### config.mk
export PLATFORM = sky130hd
export DESIGN_NAME = step_seq
export DESIGN_NICKNAME = d
export VERILOG_FILES = /design/src/rtl/step_seq_pkg.sv /design/src/rtl/step_edge_watch.sv /design/src/rtl/step_stall_timer.sv /design/src/rtl/step_pulse_out.sv /design/src/rtl/step_seq.sv
export SDC_FILE = /design/constraint.sdc
export NUM_CORES = 1
export LEC_CHECK = 0
export BUFFER_PORTS_ARGS = -buffer_cell sky130_fd_sc_hd__buf_2
export CORE_MARGIN = 2
export CORE_UTILIZATION = 57
export DETAILED_ROUTE_END_ITERATION = 12
export GPL_TIMING_DRIVEN = 0
export PLACE_DENSITY = 0.79
export REMOVE_ABC_BUFFERS = 1
export SKIP_CTS_REPAIR_TIMING = 1
export SYNTH_ARGS = -nofsm -noshare
export SYNTH_HDL_FRONTEND = slang
export SYNTH_SLANG_ARGS = --single-unit
### constraint.sdc
create_clock -name clk -period 2.5 [get_ports clk]
set_input_delay 0.125 -clock clk [delete_from_list [all_inputs] [get_ports clk]]
set_output_delay 0.125 -clock clk [all_outputs]
set_load 0.03 [all_outputs]
### src/rtl/step_seq_pkg.sv
package step_seq_pkg;
  typedef enum logic [1:0] {
    ST_FETCH = 2'd0,
    ST_EXEC  = 2'd1,
    ST_STALL = 2'd2
  } seq_state_t;

  localparam logic [3:0] OP_CTRL  = 4'h0;
  localparam logic [3:0] OP_PULSE = 4'h1;
  localparam logic [3:0] OP_WHI   = 4'h2;
  localparam logic [3:0] OP_WLO   = 4'h3;
  localparam logic [3:0] OP_WRISE = 4'h4;
  localparam logic [3:0] OP_WFALL = 4'h5;

  localparam logic [3:0] ARG_DLY_ON  = 4'b0110;
  localparam logic [3:0] ARG_DLY_OFF = 4'b0010;
endpackage

### src/rtl/step_edge_watch.sv
module step_edge_watch #(
  parameter int N_IN = 4
) (
  input  logic            clk,
  input  logic            rst,
  input  logic            keep_armed,
  input  logic [N_IN-1:0] trig_in,
  output logic [N_IN-1:0] rise_vec,
  output logic [N_IN-1:0] fall_vec
);
  logic [N_IN-1:0] ref_q;
  logic            armed_q;

  // reference level follows the inputs; detection only counts once armed
  always_ff @(posedge clk) begin
    if (rst) begin
      ref_q   <= '0;
      armed_q <= 1'b0;
    end else begin
      ref_q   <= trig_in;
      armed_q <= keep_armed;
    end
  end

  always_comb begin
    rise_vec = armed_q ? (trig_in & ~ref_q) : '0;
    fall_vec = armed_q ? (~trig_in & ref_q) : '0;
  end

  // a detection requires the detector to have been armed on the previous edge
  p_detect_needs_arm_r8: assert property (@(posedge clk) disable iff (rst)
    (|(rise_vec | fall_vec)) |-> $past(keep_armed));
endmodule

### src/rtl/step_stall_timer.sv
module step_stall_timer #(
  parameter int LIM_W = 16
) (
  input  logic             clk,
  input  logic             rst,
  input  logic             clear,
  input  logic             tick,
  input  logic [LIM_W-1:0] limit_in,
  output logic             expire
);
  logic [LIM_W-1:0] cnt_q;
  logic [LIM_W-1:0] lim_q;

  // cleared and reloaded on every execution cycle; the last load is the one at completion
  always_ff @(posedge clk) begin
    if (rst) begin
      cnt_q <= '0;
      lim_q <= '0;
    end else if (clear) begin
      cnt_q <= '0;
      lim_q <= limit_in;
    end else if (tick) begin
      cnt_q <= cnt_q + 1'b1;
    end
  end

  assign expire = (({1'b0, cnt_q} + 1'b1) == {1'b0, lim_q});

  // during a stall the count never reaches the captured limit
  p_cnt_below_lim_r5: assert property (@(posedge clk) disable iff (rst)
    tick |-> (cnt_q < lim_q));
endmodule

### src/rtl/step_pulse_out.sv
module step_pulse_out #(
  parameter int N_OUT = 4,
  parameter int SEL_W = 2
) (
  input  logic             clk,
  input  logic             rst,
  input  logic             fire,
  input  logic [SEL_W-1:0] sel,
  output logic [N_OUT-1:0] trig_out
);
  logic [N_OUT-1:0] pulse_q;
  logic [N_OUT-1:0] dec;

  always_comb begin
    for (int i = 0; i < N_OUT; i++) dec[i] = (sel == SEL_W'(i));
  end

  always_ff @(posedge clk) begin
    if (rst) pulse_q <= '0;
    else     pulse_q <= fire ? dec : '0;
  end

  assign trig_out = pulse_q;

  // pulses are one-hot and last one clock
  p_pulse_onehot_r3: assert property (@(posedge clk) disable iff (rst)
    $onehot0(trig_out));
  p_pulse_single_r3: assert property (@(posedge clk) disable iff (rst)
    (|trig_out && !fire) |=> (trig_out == '0));
endmodule

### src/rtl/step_seq.sv
module step_seq
  import step_seq_pkg::*;
#(
  parameter int N_IN  = 4,
  parameter int N_OUT = 4,
  parameter int LIM_W = 16
) (
  input  logic             clk,
  input  logic             rst,
  input  logic             cmd_valid,
  output logic             cmd_ready,
  input  logic [7:0]       cmd_data,
  input  logic [LIM_W-1:0] delay_limit,
  input  logic [N_IN-1:0]  trig_in,
  output logic [N_OUT-1:0] trig_out,
  output logic             busy
);
  localparam int IN_SEL_W  = (N_IN  > 1) ? $clog2(N_IN)  : 1;
  localparam int OUT_SEL_W = (N_OUT > 1) ? $clog2(N_OUT) : 1;

  seq_state_t      state_q, state_nx;
  logic [7:0]      cmd_q;
  logic            dly_en_q, en_after;
  logic            ready_q, busy_q;
  logic            done, go_stall, take;
  logic            stall_expire;
  logic [N_IN-1:0] rise_vec, fall_vec;
  logic [3:0]      op, arg;
  logic [IN_SEL_W-1:0] isel;

  assign op   = cmd_q[7:4];
  assign arg  = cmd_q[3:0];
  assign isel = cmd_q[IN_SEL_W-1:0];
  assign take = cmd_valid && ready_q;

  always_comb begin
    done     = 1'b1;
    en_after = dly_en_q;
    case (op)
      OP_CTRL: begin
        if (arg == ARG_DLY_ON)  en_after = 1'b1;
        if (arg == ARG_DLY_OFF) en_after = 1'b0;
      end
      OP_WHI:   done = trig_in[isel];
      OP_WLO:   done = !trig_in[isel];
      OP_WRISE: done = rise_vec[isel];
      OP_WFALL: done = fall_vec[isel];
      default:  done = 1'b1;
    endcase
  end

  assign go_stall = done && en_after && (delay_limit != '0);

  always_comb begin
    state_nx = state_q;
    case (state_q)
      ST_FETCH: if (take) state_nx = ST_EXEC;
      ST_EXEC:  if (done) state_nx = go_stall ? ST_STALL : ST_FETCH;
      ST_STALL: if (stall_expire) state_nx = ST_FETCH;
      default:  state_nx = ST_FETCH;
    endcase
  end

  always_ff @(posedge clk) begin
    if (rst) begin
      state_q  <= ST_FETCH;
      cmd_q    <= '0;
      dly_en_q <= 1'b0;
      ready_q  <= 1'b1;
      busy_q   <= 1'b0;
    end else begin
      state_q <= state_nx;
      ready_q <= (state_nx == ST_FETCH);
      busy_q  <= (state_nx != ST_FETCH);
      if (take) cmd_q <= cmd_data;
      if (state_q == ST_EXEC) dly_en_q <= en_after;
    end
  end

  assign cmd_ready = ready_q;
  assign busy      = busy_q;

  step_edge_watch #(.N_IN(N_IN)) u_edge (
    .clk        (clk),
    .rst        (rst),
    .keep_armed (state_q == ST_EXEC && !done),
    .trig_in    (trig_in),
    .rise_vec   (rise_vec),
    .fall_vec   (fall_vec)
  );

  step_stall_timer #(.LIM_W(LIM_W)) u_timer (
    .clk      (clk),
    .rst      (rst),
    .clear    (state_q == ST_EXEC),
    .tick     (state_q == ST_STALL),
    .limit_in (delay_limit),
    .expire   (stall_expire)
  );

  step_pulse_out #(.N_OUT(N_OUT), .SEL_W(OUT_SEL_W)) u_pulse (
    .clk      (clk),
    .rst      (rst),
    .fire     (take && (cmd_data[7:4] == OP_PULSE)),
    .sel      (cmd_data[OUT_SEL_W-1:0]),
    .trig_out (trig_out)
  );

  // busy only rises after an accepted handshake
  p_busy_after_take_r2: assert property (@(posedge clk) disable iff (rst)
    $rose(busy_q) |-> $past(cmd_valid && cmd_ready));
  // a stall only happens with the delay on
  p_stall_needs_en_r4: assert property (@(posedge clk) disable iff (rst)
    (state_q == ST_STALL) |-> dly_en_q);
  // a disable step returns straight to fetch
  p_off_no_stall_r4: assert property (@(posedge clk) disable iff (rst)
    (state_q == ST_EXEC && op == OP_CTRL && arg == ARG_DLY_OFF) |=> cmd_ready);
  // a satisfied high-level wait leaves execution on the next edge
  p_level_done_r7: assert property (@(posedge clk) disable iff (rst)
    (state_q == ST_EXEC && op == OP_WHI && trig_in[isel]) |=> (state_q != ST_EXEC));
endmodule

# Word level (Yosys, flattened, before mapping)
# Index checks and enable logic that the tools add are counted.
# Widths: inputs -> output; s select.
[totals]
reg_bits = 54
in_bits = 31
out_inout_bits = 6
wordCells = 63
[classes]
add_sub_neg = 2
n_lt_le_gt_ge = 1
eq_ne = 13
mux = 17
bitwise = 5
reduce_logical = 15
[op_table]
columns = ["op", "n"]
rows = [
  ["$add 16x1->17 const B", 1],
  ["$eq 17x16->1", 1],
  ["$add 16x1->16 const B", 1],
  ["$reduce_bool 16->1", 1],
  ["$eq 4x2->1 const B", 3],
  ["$eq 4x3->1 const B", 3],
  ["$and 4x4->4", 2],
  ["$mux 2", 4],
  ["$mux 4", 2],
  ["$not 4->4", 2],
  ["$bmux 1 s2", 3],
  ["$eq 2x2->1 const B", 3],
  ["$logic_not 2->1", 3],
  ["$mux 1", 6],
  ["$pmux 2 s3", 1],
  ["$logic_and 1x1->1", 5],
  ["$eq 2x1->1 const B", 2],
  ["$eq 4x1->1 const B", 1],
  ["$logic_not 4->1", 1],
  ["$pmux 1 s4", 1],
  ["$reduce_or 2->1", 2],
  ["$lt 2x3->1 const B", 1],
  ["$logic_not 1->1", 2],
  ["$reduce_bool 2->1", 1],
  ["$not 1->1", 1],
]

# Depth between registers and ports, before layout
# Gate-level depths: netlist of run 1.
[logic_depth]
word_depth = 12
mapped_depth = 9

# By module
# A second synthesis of run 1 with hierarchy kept.
[unflattened]
hier_cells = 320
area_unflattened_um2 = 2899.0
[modules_own_cells]
columns = ["mod", "instances", "cells_per_inst", "area_per_inst_um2", "seq_area_each_um2"]
rows = [
  ["step_stall_timer", 1, 203, 1803.0, 640.6],
  ["step_seq", 1, 91, 764.5, 260.2],
  ["step_edge_watch", 1, 18, 201.4, 100.1],
  ["step_pulse_out", 1, 8, 130.1, 80.1],
]

# Worst setup path before layout of run 1
# No wires, ideal clock.
[synth_timing]
path_type = "reg2reg"
from = "register u_timer.cnt_q[1]"
to = "register busy_q, in the netlist busy"
arrival_time_ns = 1.889
path_slack_ns = 0.491
stages_incl_launch_ff = 9
path_buffers = 0
period_less_slack_ns = 2.009
path_cell_list = "dfxtp_1 ha_1 xnor2_1 nand2_1 a2111oi_0 nand4_1 nor4_2 o31ai_1 or2_1"
[synth_via]
elab_chain_len = 5
[synth_rtl]
columns = ["item", "line_no", "source"]
rows = [
  ["start: declaration", "step_stall_timer.sv:11", "logic [LIM_W-1:0] cnt_q;"],
  ["start signal: assignment", "step_stall_timer.sv:23", "cnt_q <= cnt_q + 1'b1;"],
  ["$add 16x1->17", "step_stall_timer.sv:27", "assign expire = (({1'b0, cnt_q} + 1'b1) == {1'b0, lim_q});"],
  ["$eq 17x16->1", "step_stall_timer.sv:27", ""],
  ["$mux 2", "step_seq.sv:59", "ST_STALL: if (stall_expire) state_nx = ST_FETCH;"],
  ["$pmux 2 s3", "step_seq.sv:56", "case (state_q)"],
  ["$reduce_bool 2->1", "step_seq.sv:74", "busy_q <= (state_nx != ST_FETCH);"],
  ["end signal: assignment", "step_seq.sv:74", ""],
  ["end: declaration", "step_seq.sv:24", "logic ready_q, busy_q;"],
]
# Every way passes these cells.
# A chain may end at the register's enable or synchronous reset.

# Worst setup path in the final report of run 1
[layout_timing]
from = "register u_timer.cnt_q[8]"
to = "register busy_q, in the netlist busy"
# Same word-level chain as after synthesis.

==> results of run 1 <==
==> layout make-up <==
type                       count  share of cell area (%)
tap                           52                    2.22
clock inverter                 2                   0.597
sequential                    54                    37.1
timing repair buffer          36                    6.14
inverter                       5                   0.640
clock buffer                   6                    2.81
multi-input combinational    223                    50.5
==> cells in the mapped netlist (2+ instances only) <==
library cell  instances  area share, %
or2_1                 2           0.47
xor2_1               12            4.0
a22o_1               15            4.9
nand4_1               8            1.9
o2111ai_1             2           0.66
xnor2_1              16            5.3
or3_1                 5            1.2
nor2b_1               6            1.4
nor4_1                7            1.6
and3_1                2           0.47
o32ai_1               2           0.66
a21oi_1              16            3.0
or3b_1                2           0.66
a211oi_1              3           0.85
nand3_1              10            1.9
dfxtp_1              54             41
inv_1                 5           0.71
buf_2                 8            1.5
nand2_1              31            4.4
nor2_1               27            3.8
and4_1                4            1.3
nand2b_1              4           0.94
nor3_1                4           0.75
o21ai_0               8            1.5
nand4_2               2           0.94
buf_4                 3           0.85
and2_1                4           0.94
mux2i_1               3            1.1
nand3b_1              2           0.57
clkbuf_1              8            1.1
a211o_1               2           0.66
==> critical path: cells and delay by family (launching register included) <==
family / cells / cell delay, ns
AND/OR/NAND/NOR: 4 / 1.05
flip-flops: 1 / 0.55
AO/OA/AOI/OAI: 3 / 0.68
==> per-stage QoR <==
step	utilization (%)	cell area, um2	setup TNS (ns)	power, mW
6_report	66.5	2930	0	1.62
5_1_grt	66.5	2930	0	1.70
3_5_place_dp	63.5	2810	-0.146	1.12
4_1_cts	65.8	2910	-0.201	1.63
3_3_place_gp	63.5	2810	-0.0979	1.12
2_1_floorplan	-	2560	0	1.05
==> cell families (layout without fill, tap and decap cells) <==
| kind of cell | Yosys count | in the layout | synth area share, % |
|---|---|---|---|
| flip-flops | 54 | 54 | 40.7 |
| buffers and inverters | 25 | 49 | 4.33 |
| multiplexers | 4 | 4 | 1.98 |
| AO/OA/AOI/OAI | 61 | 61 | 16.4 |
| AND/OR/NAND/NOR | 129 | 129 | 26.8 |
| XOR/XNOR | 28 | 28 | 9.23 |
| adder cells (fa/ha/maj) | 1 | 1 | 0.471 |
==> report_power, final <==
| group | switching [mW] | internal (mW) |
|---|---|---|
| Combinational | 0.101 | 0.0811 |
| Clock | 0.288 | 0.229 |
| Sequential | 0.0302 | 0.895 |
==> metal layers <==
| metal | track usage (%) | wire [um] |
|---|---|---|
| met1 | 30.1 | 2680 |
| met2 | 36.6 | 2670 |
| met3 | 3.47 | 162 |
| met4 | 9.22 | 87 |
| met5 | 0 | 0 |
==> placed cells by master (no fill, tap or decap), types with 3 or more instances in the layout <==
cell	instances
nor2b_1	5
and2_1	4
and4_1	3
nand2b_1	4
inv_1	5
nor4_1	7
xnor2_1	16
nor3_1	4
clkbuf_8	6
o21ai_0	8
mux2i_1	3
a21oi_1	16
a22o_1	15
nand3_1	10
xor2_1	12
nand2_1	31
nand4_1	8
dfxtp_1	49
dfxtp_2	5
buf_2	36
nor2_1	27
a211oi_1	3
or3_1	5
==> registers in the layout, summed over array words and instances, names as in the netlist <==
name              flops
busy                  1
state_q               2
u_edge.ref_q          4
dly_en_q              1
u_timer.lim_q        16
u_timer.cnt_q        16
cmd_ready             1
u_edge.armed_q        1
cmd_q                 8
u_pulse.trig_out      4
==> how the worst max path moves through the flow <==
stage | endpoint | slack, ns | start
3_5_place_dp | busy | -0.13 | u_timer.cnt_q[0]
4_1_cts | busy | -0.14 | u_timer.cnt_q[0]
2_1_floorplan | busy | 0.31 | u_timer.cnt_q[0]
6_report | busy | 0.12 | u_timer.cnt_q[8]
5_1_grt | busy | 0.02 | u_timer.cnt_q[0]
3_3_place_gp | busy | -0.09 | u_timer.cnt_q[0]
==> results.json, run 1 <==
{
  "synth_edf_count": 0,
  "grt_pass1_vias": 2048,
  "yosysWarnings": 0,
  "syn-cell-area_mm2": 0.00266,
  "final_cells": 378,
  "peakVddDrop_uv": 295,
  "postSynthCellCount": 302,
  "maxCapViolations": 0,
  "pwr_density_cell_mw_per_mm2": 554,
  "yosys.cell_types.count": 56,
  "r2r_start": "u_timer.cnt_q[8]",
  "register_area_mm2": 0.00109,
  "drive_gt1_share_pct": 18.4,
  "die_area_mm2": 0.00522,
  "grt_overflow": 0,
  "p_leak_nw": 1.13,
  "antenna_left": 0,
  "ys.flop_type": "dfxtp_1",
  "dp_hpwl_um": 4060,
  "grt_pass1_wl_um": 9330,
  "cts_sinks": 54,
  "worstSetupEndpointType": "register",
  "path_cells": "and4_1 -> o32ai_1 -> a2111oi_0 -> nand4_1 -> nor4_2 -> o31ai_1 -> or2_1",
  "drt_iter0_drc": 104,
  "initial_core_util_pct": 60.2,
  "die_h_um": 72.3,
  "worstReg2RegEnd": "busy",
  "synth_area_per_cell_um2": 8.80,
  "hold_start": "cmd_data[1]",
  "async_flop_share_pct": 0,
  "worst_slew_pin_slew_ns": 1.09,
  "grt_use_total_pct": 22.6,
  "setup-violations-final": 0,
  "viasPerCell": 5.98,
  "reg2reg_slack_ns": 0.12,
  "rsz0062_at_grt": "false",
  "crit_path_start_kind": "register",
  "hold_ws_ns": 0.0249,
  "fill_cells": 376,
  "cp.required_ns": 2.71,
  "core_area_mm2": 0.00441,
  "wl_per_cell_um": 14.8,
  "route.vias.total": 2261,
  "placedCellCount": 370,
  "hold_end": "u_pulse.trig_out[1]",
  "layout-area-overhead-vs-synth_pct": 10.5,
  "cts_inserted_buffers": 5,
  "arrival_ns": 2.58,
  "routed_wl_um": 5590,
  "n_antenna_cell": 0,
  "drc": 0,
  "dp_slack_ns": -0.127,
  "status": "finished clean",
  "skew_ns": 0.00858,
  "antenna_found_initial": 0,
  "clk_pin_slew_worst_paths_ns": 0.10,
  "portBuffers": 36,
  "ios": 37,
  "finalMaxSlewViolations": 0,
  "gp_congestion": 0.942,
  "final_nets": 357,
  "die_width_um": 72.3,
  "crit_fanout": 10,
  "slew_headroom_pct": 27.2,
  "cp_slowest_cell": "dfxtp_1",
  "htreeDepth": 2,
  "hold_viol_final": 0,
  "multi_input_area_mm2": 0.00148,
  "grt_max_degree": 20,
  "period_minus_slack_ns": 2.38,
  "hold_depth": 2,
  "rr_worst_depth": 7,
  "period_share_pct": 95.0,
  "layout_setup_ws_ns": 0.124,
  "hp-class": "in -> reg",
  "cts_tree": "done",
  "clk_latency_ns": 0.31,
  "cts_buffer_depth": 2,
  "cts-root-buf": "clkbuf_8",
  "rows": 24,
  "critical-path-max-stage-delay_ns": 0.55,
  "postSynthRegisterBits": 54,
  "fmaxAchievable_mhz": 421,
  "worstSetupPathType": "reg -> reg",
  "ys_seq_area_share_pct": 40.7,
  "dr.pass1.iters": 6
}
Power figures use the tool's default switching activity.
==> inputs of run 2 (changes only) <==
REMOVE_ABC_BUFFERS = unset   (was 1)
==> results.json, run 2 (synthesis gave the netlist of run 1 again) <==
{
  "cts_sinks": 54,
  "dp_slack_ns": 0.148,
  "die_width_um": 72.3,
  "combinationalPowerShare_pct": 11.9,
  "reg2reg_slack_ns": 0.22,
  "cts_tree": "done",
  "antenna_found_initial": 0,
  "finalMaxSlewViolations": 0,
  "rows": 24,
  "synth_nets": 334,
  "routed_wl_um": 5740,
  "p_int_mw": 1.20,
  "worstSetupPathType": "reg -> reg",
  "die_area_mm2": 0.00522,
  "clk_latency_ns": 0.31,
  "switchingPower_mw": 0.404,
  "wl_per_cell_um": 14.5,
  "ios": 37,
  "p_leak_nw": 1.19,
  "gp_congestion": 0.867,
  "cts-root-buf": "clkbuf_8",
  "p_sw_share_pct": 25.1,
  "arrival_ns": 2.47,
  "rsz0062_at_grt": "false",
  "drive_gt1_share_pct": 17.7,
  "hp-class": "in -> reg",
  "clock_power_share_pct": 30.8,
  "crit_path_start_kind": "register",
  "crit_fanout": 10,
  "layout-area-overhead-vs-synth_pct": 12.4,
  "initial_core_util_pct": 60.2,
  "dr.pass1.iters": 4,
  "status": "finished clean",
  "grt_pass1_wl_um": 9840,
  "hold_start": "cmd_data[1]",
  "antenna_left": 0,
  "maxCapViolations": 0,
  "peakVddDrop_uv": 442,
  "portBuffers": 35,
  "critPathLaunch": "u_timer.cnt_q[7]",
  "slew_headroom_pct": 66.1,
  "dp_hpwl_um": 4360,
  "clk_pin_slew_worst_paths_ns": 0.10,
  "drt_iter0_drc": 126,
  "r2r_start": "u_timer.cnt_q[7]",
  "final_common_cell": "dfxtp_1",
  "pwr_density_cell_mw_per_mm2": 539,
  "largest_registers": "u_timer.cnt_q x16, u_timer.lim_q x16, cmd_q x8",
  "grt_overflow": 0,
  "cp.required_ns": 2.69,
  "grt_use_total_pct": 24.3,
  "cts_inserted_buffers": 5,
  "seqPwrFrac_pct": 57.3,
  "mostFrequentLayoutCells": "53 x dfxtp_1, 43 x buf_2, 31 x nand2_1",
  "drc": 0,
  "grt_max_degree": 16,
  "final_nets": 375,
  "die_h_um": 72.3,
  "period_share_pct": 91.2,
  "core_area_mm2": 0.00441,
  "skew_ns": 0.0105,
  "utilization_pct": 67.7,
  "worst_slew_pin_slew_ns": 0.509,
  "layout_setup_ws_ns": 0.219,
  "n_antenna_cell": 0,
  "setup-violations-final": 0,
  "viasPerCell": 5.88,
  "hold_viol_final": 0,
  "grt_pass1_vias": 2233,
  "route.vias.total": 2329,
  "cts_buffer_depth": 2,
  "htreeDepth": 2,
  "worstSetupEndpointType": "register",
  "period_minus_slack_ns": 2.28,
  "fmaxAchievable_mhz": 438,
  "finalSetupTns_ns": 0
}
## run 2: changes by cell type in the layout (fill, tap and decap cells not counted), moves of 2 or more
cell	change
clkinv_4	-2
clkbuf_1	+8
buf_4	+3
buf_2	+7
dfxtp_1	+4
dfxtp_2	-4
## run 2: path summary, 6_finish.rpt
| check | endpoint | depth (start not counted) |
|---|---|---|
| worst max register to register | busy | 8 |
| worst min register to register | cmd_q[2] | 2 |
| worst min-delay path | u_pulse.trig_out[1] | 2 |
| worst max-delay path | busy | 8 |
## run 2: through the flow
stage                     power (mW)  instance area (um2)  hold WS, ns  instances
after floorplan                 1.06                 2660        0.197        302
after global placement          1.13                 2900        0.334        389
after detailed placement        1.13                 2900        0.343        389
after CTS                       1.62                 2990       0.0126        397
after global routing            1.68                 2990       0.0226        396
final                           1.61                 2990       0.0188        396
## run 2: area by class of cell
cell class,instances,area (um2)
repair buffers,35,175
plain buffers,19,92.6
flip-flops and latches,54,1080
well taps,52,65.1
fillers,375,1430
inverters,5,18.8
multi-input cells,223,1460
clock buffers,7,86.3
clock inverters,1,5.00
## run 2: power by group through the flow
stage / clock, mW / combinational (mW) / sequential [mW]
2_1_floorplan: 0 / 0.121 / 0.942
3_3_place_gp: 0 / 0.187 / 0.941
3_5_place_dp: 0 / 0.191 / 0.942
4_1_cts: 0.503 / 0.191 / 0.922
5_1_grt: 0.537 / 0.213 / 0.927
6_report: 0.495 / 0.191 / 0.922
## run 2: routing by layer
layer	GRT usage, %	part of all wire, %
met1	31.3	45
met4	10.3	1.7
met5	0	0
met2	39.9	49
met3	4.58	4.9
## run 2: worst max-delay path, cell delays in order, from the launching register on
cell,delay [ns]
dfxtp_1,0.31
buf_2,0.21
and4_1,0.33
nand4_4,0.18
nor4bb_1,0.31
nor3_1,0.12
nor4_2,0.30
o31ai_1,0.15
or2_1,0.24
==> inputs of run 3 (changes only) <==
ABC_AREA = 1   (was unset)
==> results.json, run 3 <==
{
  "layout-area-overhead-vs-synth_pct": 12.5,
  "crit_fanout": 8,
  "fill_cells": 450,
  "p_leak_nw": 1.45,
  "portBuffers": 35,
  "route.vias.total": 2796,
  "cts_buffer_depth": 2,
  "grt_use_total_pct": 26.0,
  "finalMaxSlewViolations": 0,
  "netlist_top_cells_area": "dfxtp_1 39%, nand2_1 12%, nand3_1 10%",
  "peakVddDrop_uv": 362,
  "routed_wl_um": 6510,
  "synth_area_per_cell_um2": 6.58,
  "wl_per_cell_um": 12.2,
  "initial_core_util_pct": 59.4,
  "dp_slack_ns": 0.474,
  "drt_iter0_drc": 205,
  "hold_viol_final": 0,
  "grt_pass1_wl_um": 10900,
  "syn-cell-area_mm2": 0.00280,
  "antenna_left": 0,
  "antenna_found_initial": 0,
  "ios": 37,
  "gp_congestion": 0.855,
  "cts_tree": "done",
  "worstSetupPathType": "reg -> reg",
  "grt_overflow": 0,
  "synth.most_common_cell": "nand2_1",
  "pwr_density_cell_mw_per_mm2": 527,
  "dp_hpwl_um": 5070,
  "clk_pin_slew_worst_paths_ns": 0.10,
  "synth_nets": 458,
  "die_area_mm2": 0.00550,
  "fmaxAchievable_mhz": 490,
  "drc": 0,
  "largest_registers": "u_timer.cnt_q x16, u_timer.lim_q x16, cmd_q x8",
  "synth_edf_count": 0,
  "final_nets": 500,
  "synth_commonest_cells": "88 x nand2_1, 71 x inv_1, 58 x nand3_1",
  "reg2reg_slack_ns": 0.46,
  "async_flop_share_pct": 0,
  "final_cells": 536,
  "worst_slew_pin_slew_ns": 0.553,
  "placedCellCount": 528,
  "slew_headroom_pct": 63.1,
  "cp.required_ns": 2.71,
  "die_width_um": 74.1,
  "postSynthRegisterBits": 54,
  "rows": 25,
  "htreeDepth": 2,
  "period_minus_slack_ns": 2.04,
  "yosysWarnings": 0,
  "arrival_ns": 2.25,
  "hp-class": "in -> reg",
  "period_share_pct": 81.6,
  "grt_pass1_vias": 2575,
  "drive_gt1_share_pct": 12.4,
  "synth_top_area_share_pct": 38.6,
  "ys.flop_type": "dfxtp_1",
  "layout_setup_ws_ns": 0.460,
  "n_antenna_cell": 0,
  "viasPerCell": 5.22,
  "skew_ns": 0.00621,
  "maxCapViolations": 0,
  "dr.pass1.iters": 4,
  "die_h_um": 74.1,
  "ys_seq_area_share_pct": 38.6,
  "final_common_cell": "nand2_1",
  "crit_path_start_kind": "register",
  "cts-root-buf": "clkbuf_8",
  "postSynthCellCount": 426,
  "core_area_mm2": 0.00472,
  "yosys.cell_types.count": 27,
  "setup-violations-final": 0,
  "status": "finished clean",
  "cts_inserted_buffers": 5,
  "finalSetupTns_ns": 0,
  "yosys.area.top_type": "dfxtp_1",
  "grt_max_degree": 16,
  "mostFrequentLayoutCells": "88 x nand2_1, 71 x inv_1, 58 x nand3_1",
  "cts_sinks": 54,
  "worstSetupEndpointType": "register",
  "rsz0062_at_grt": "false",
  "clk_latency_ns": 0.31
}
-- run 3: changes by cell type after synthesis, sizes merged, moves of 19 or more --
cell,change
inv,+66
o21ai,+23
nand3,+48
nand2,+61
nor2,+19
-- run 3: report_power, final --
group,switching (mW),leakage [nW],total (mW),internal (mW)
Clock,0.282,0.0482,0.506,0.224
Sequential,0.0257,0.440,0.927,0.901
Combinational,0.144,0.960,0.228,0.0844
Total,0.451,1.45,1.66,1.21
-- run 3: worst paths after layout --
kind | from | to | cells past startpoint
max | u_timer.cnt_q[0] | busy | 14
min | cmd_data[1] | u_pulse.trig_out[1] | 2
max reg2reg | u_timer.cnt_q[0] | busy | 14
min reg2reg | u_timer.lim_q[10] | u_timer.lim_q[10] | 2
-- run 3: worst max-delay path, cell delays in order (launching register included) --
cell	delay, ns
dfxtp_1	0.44
ha_1	0.23
nand2_1	0.13
nor2_4	0.23
nand3_1	0.13
nand3_1	0.10
nand3_1	0.07
nor2_1	0.15
nand2_1	0.07
nor2_1	0.10
nand2_1	0.06
nand2_1	0.07
nand2_1	0.05
nand2_1	0.07
nand2_1	0.05
-- run 3: cells by family after synthesis --
| family | after synthesis | share of synthesized area [%] |
|---|---|---|
| and+or+nand+nor | 217 | 35.1 |
| AOI/OAI and AO/OA | 66 | 12.6 |
| adders and majority gates | 1 | 0.446 |
| buffers and inverters | 83 | 11.3 |
| DFF | 54 | 38.6 |
| xor gates and xnor gates | 5 | 2.05 |
-- run 3: through the flow --
step	hold slack [ns]	area, um2	util [%]	power (mW)
6_report	0.0138	3150	66.8	1.66
5_1_grt	0.00903	3150	66.8	1.74
4_1_cts	0.00441	3150	66.8	1.67
3_5_place_dp	0.334	3060	64.8	1.17
3_3_place_gp	0.328	3060	64.8	1.17
2_1_floorplan	0.197	2800	-	1.10
-- run 3: layout make-up --
class,instances,area [um2],share of cell area [%]
plain buffers,9,37.5,1.19
well taps,67,83.8,2.66
flip-flops and latches,54,1080,34.3
clock buffers,7,86.3,2.74
repair buffers,35,175,5.55
multi-input cells,289,1410,44.6
clock inverters,1,5.00,0.159
inverters,74,279,8.85
-- run 3: metal layers --
layer  up-vias  part of all wire [%]  routed length, um  track usage, %
met1      1233                    43               2790            29.6
met4         0                   2.0                129            11.5
li1       1471                     -                  -               -
met3        14                   5.5                356            5.28
met5         -                     0                  0               0
met2        78                    50               3240            46.9
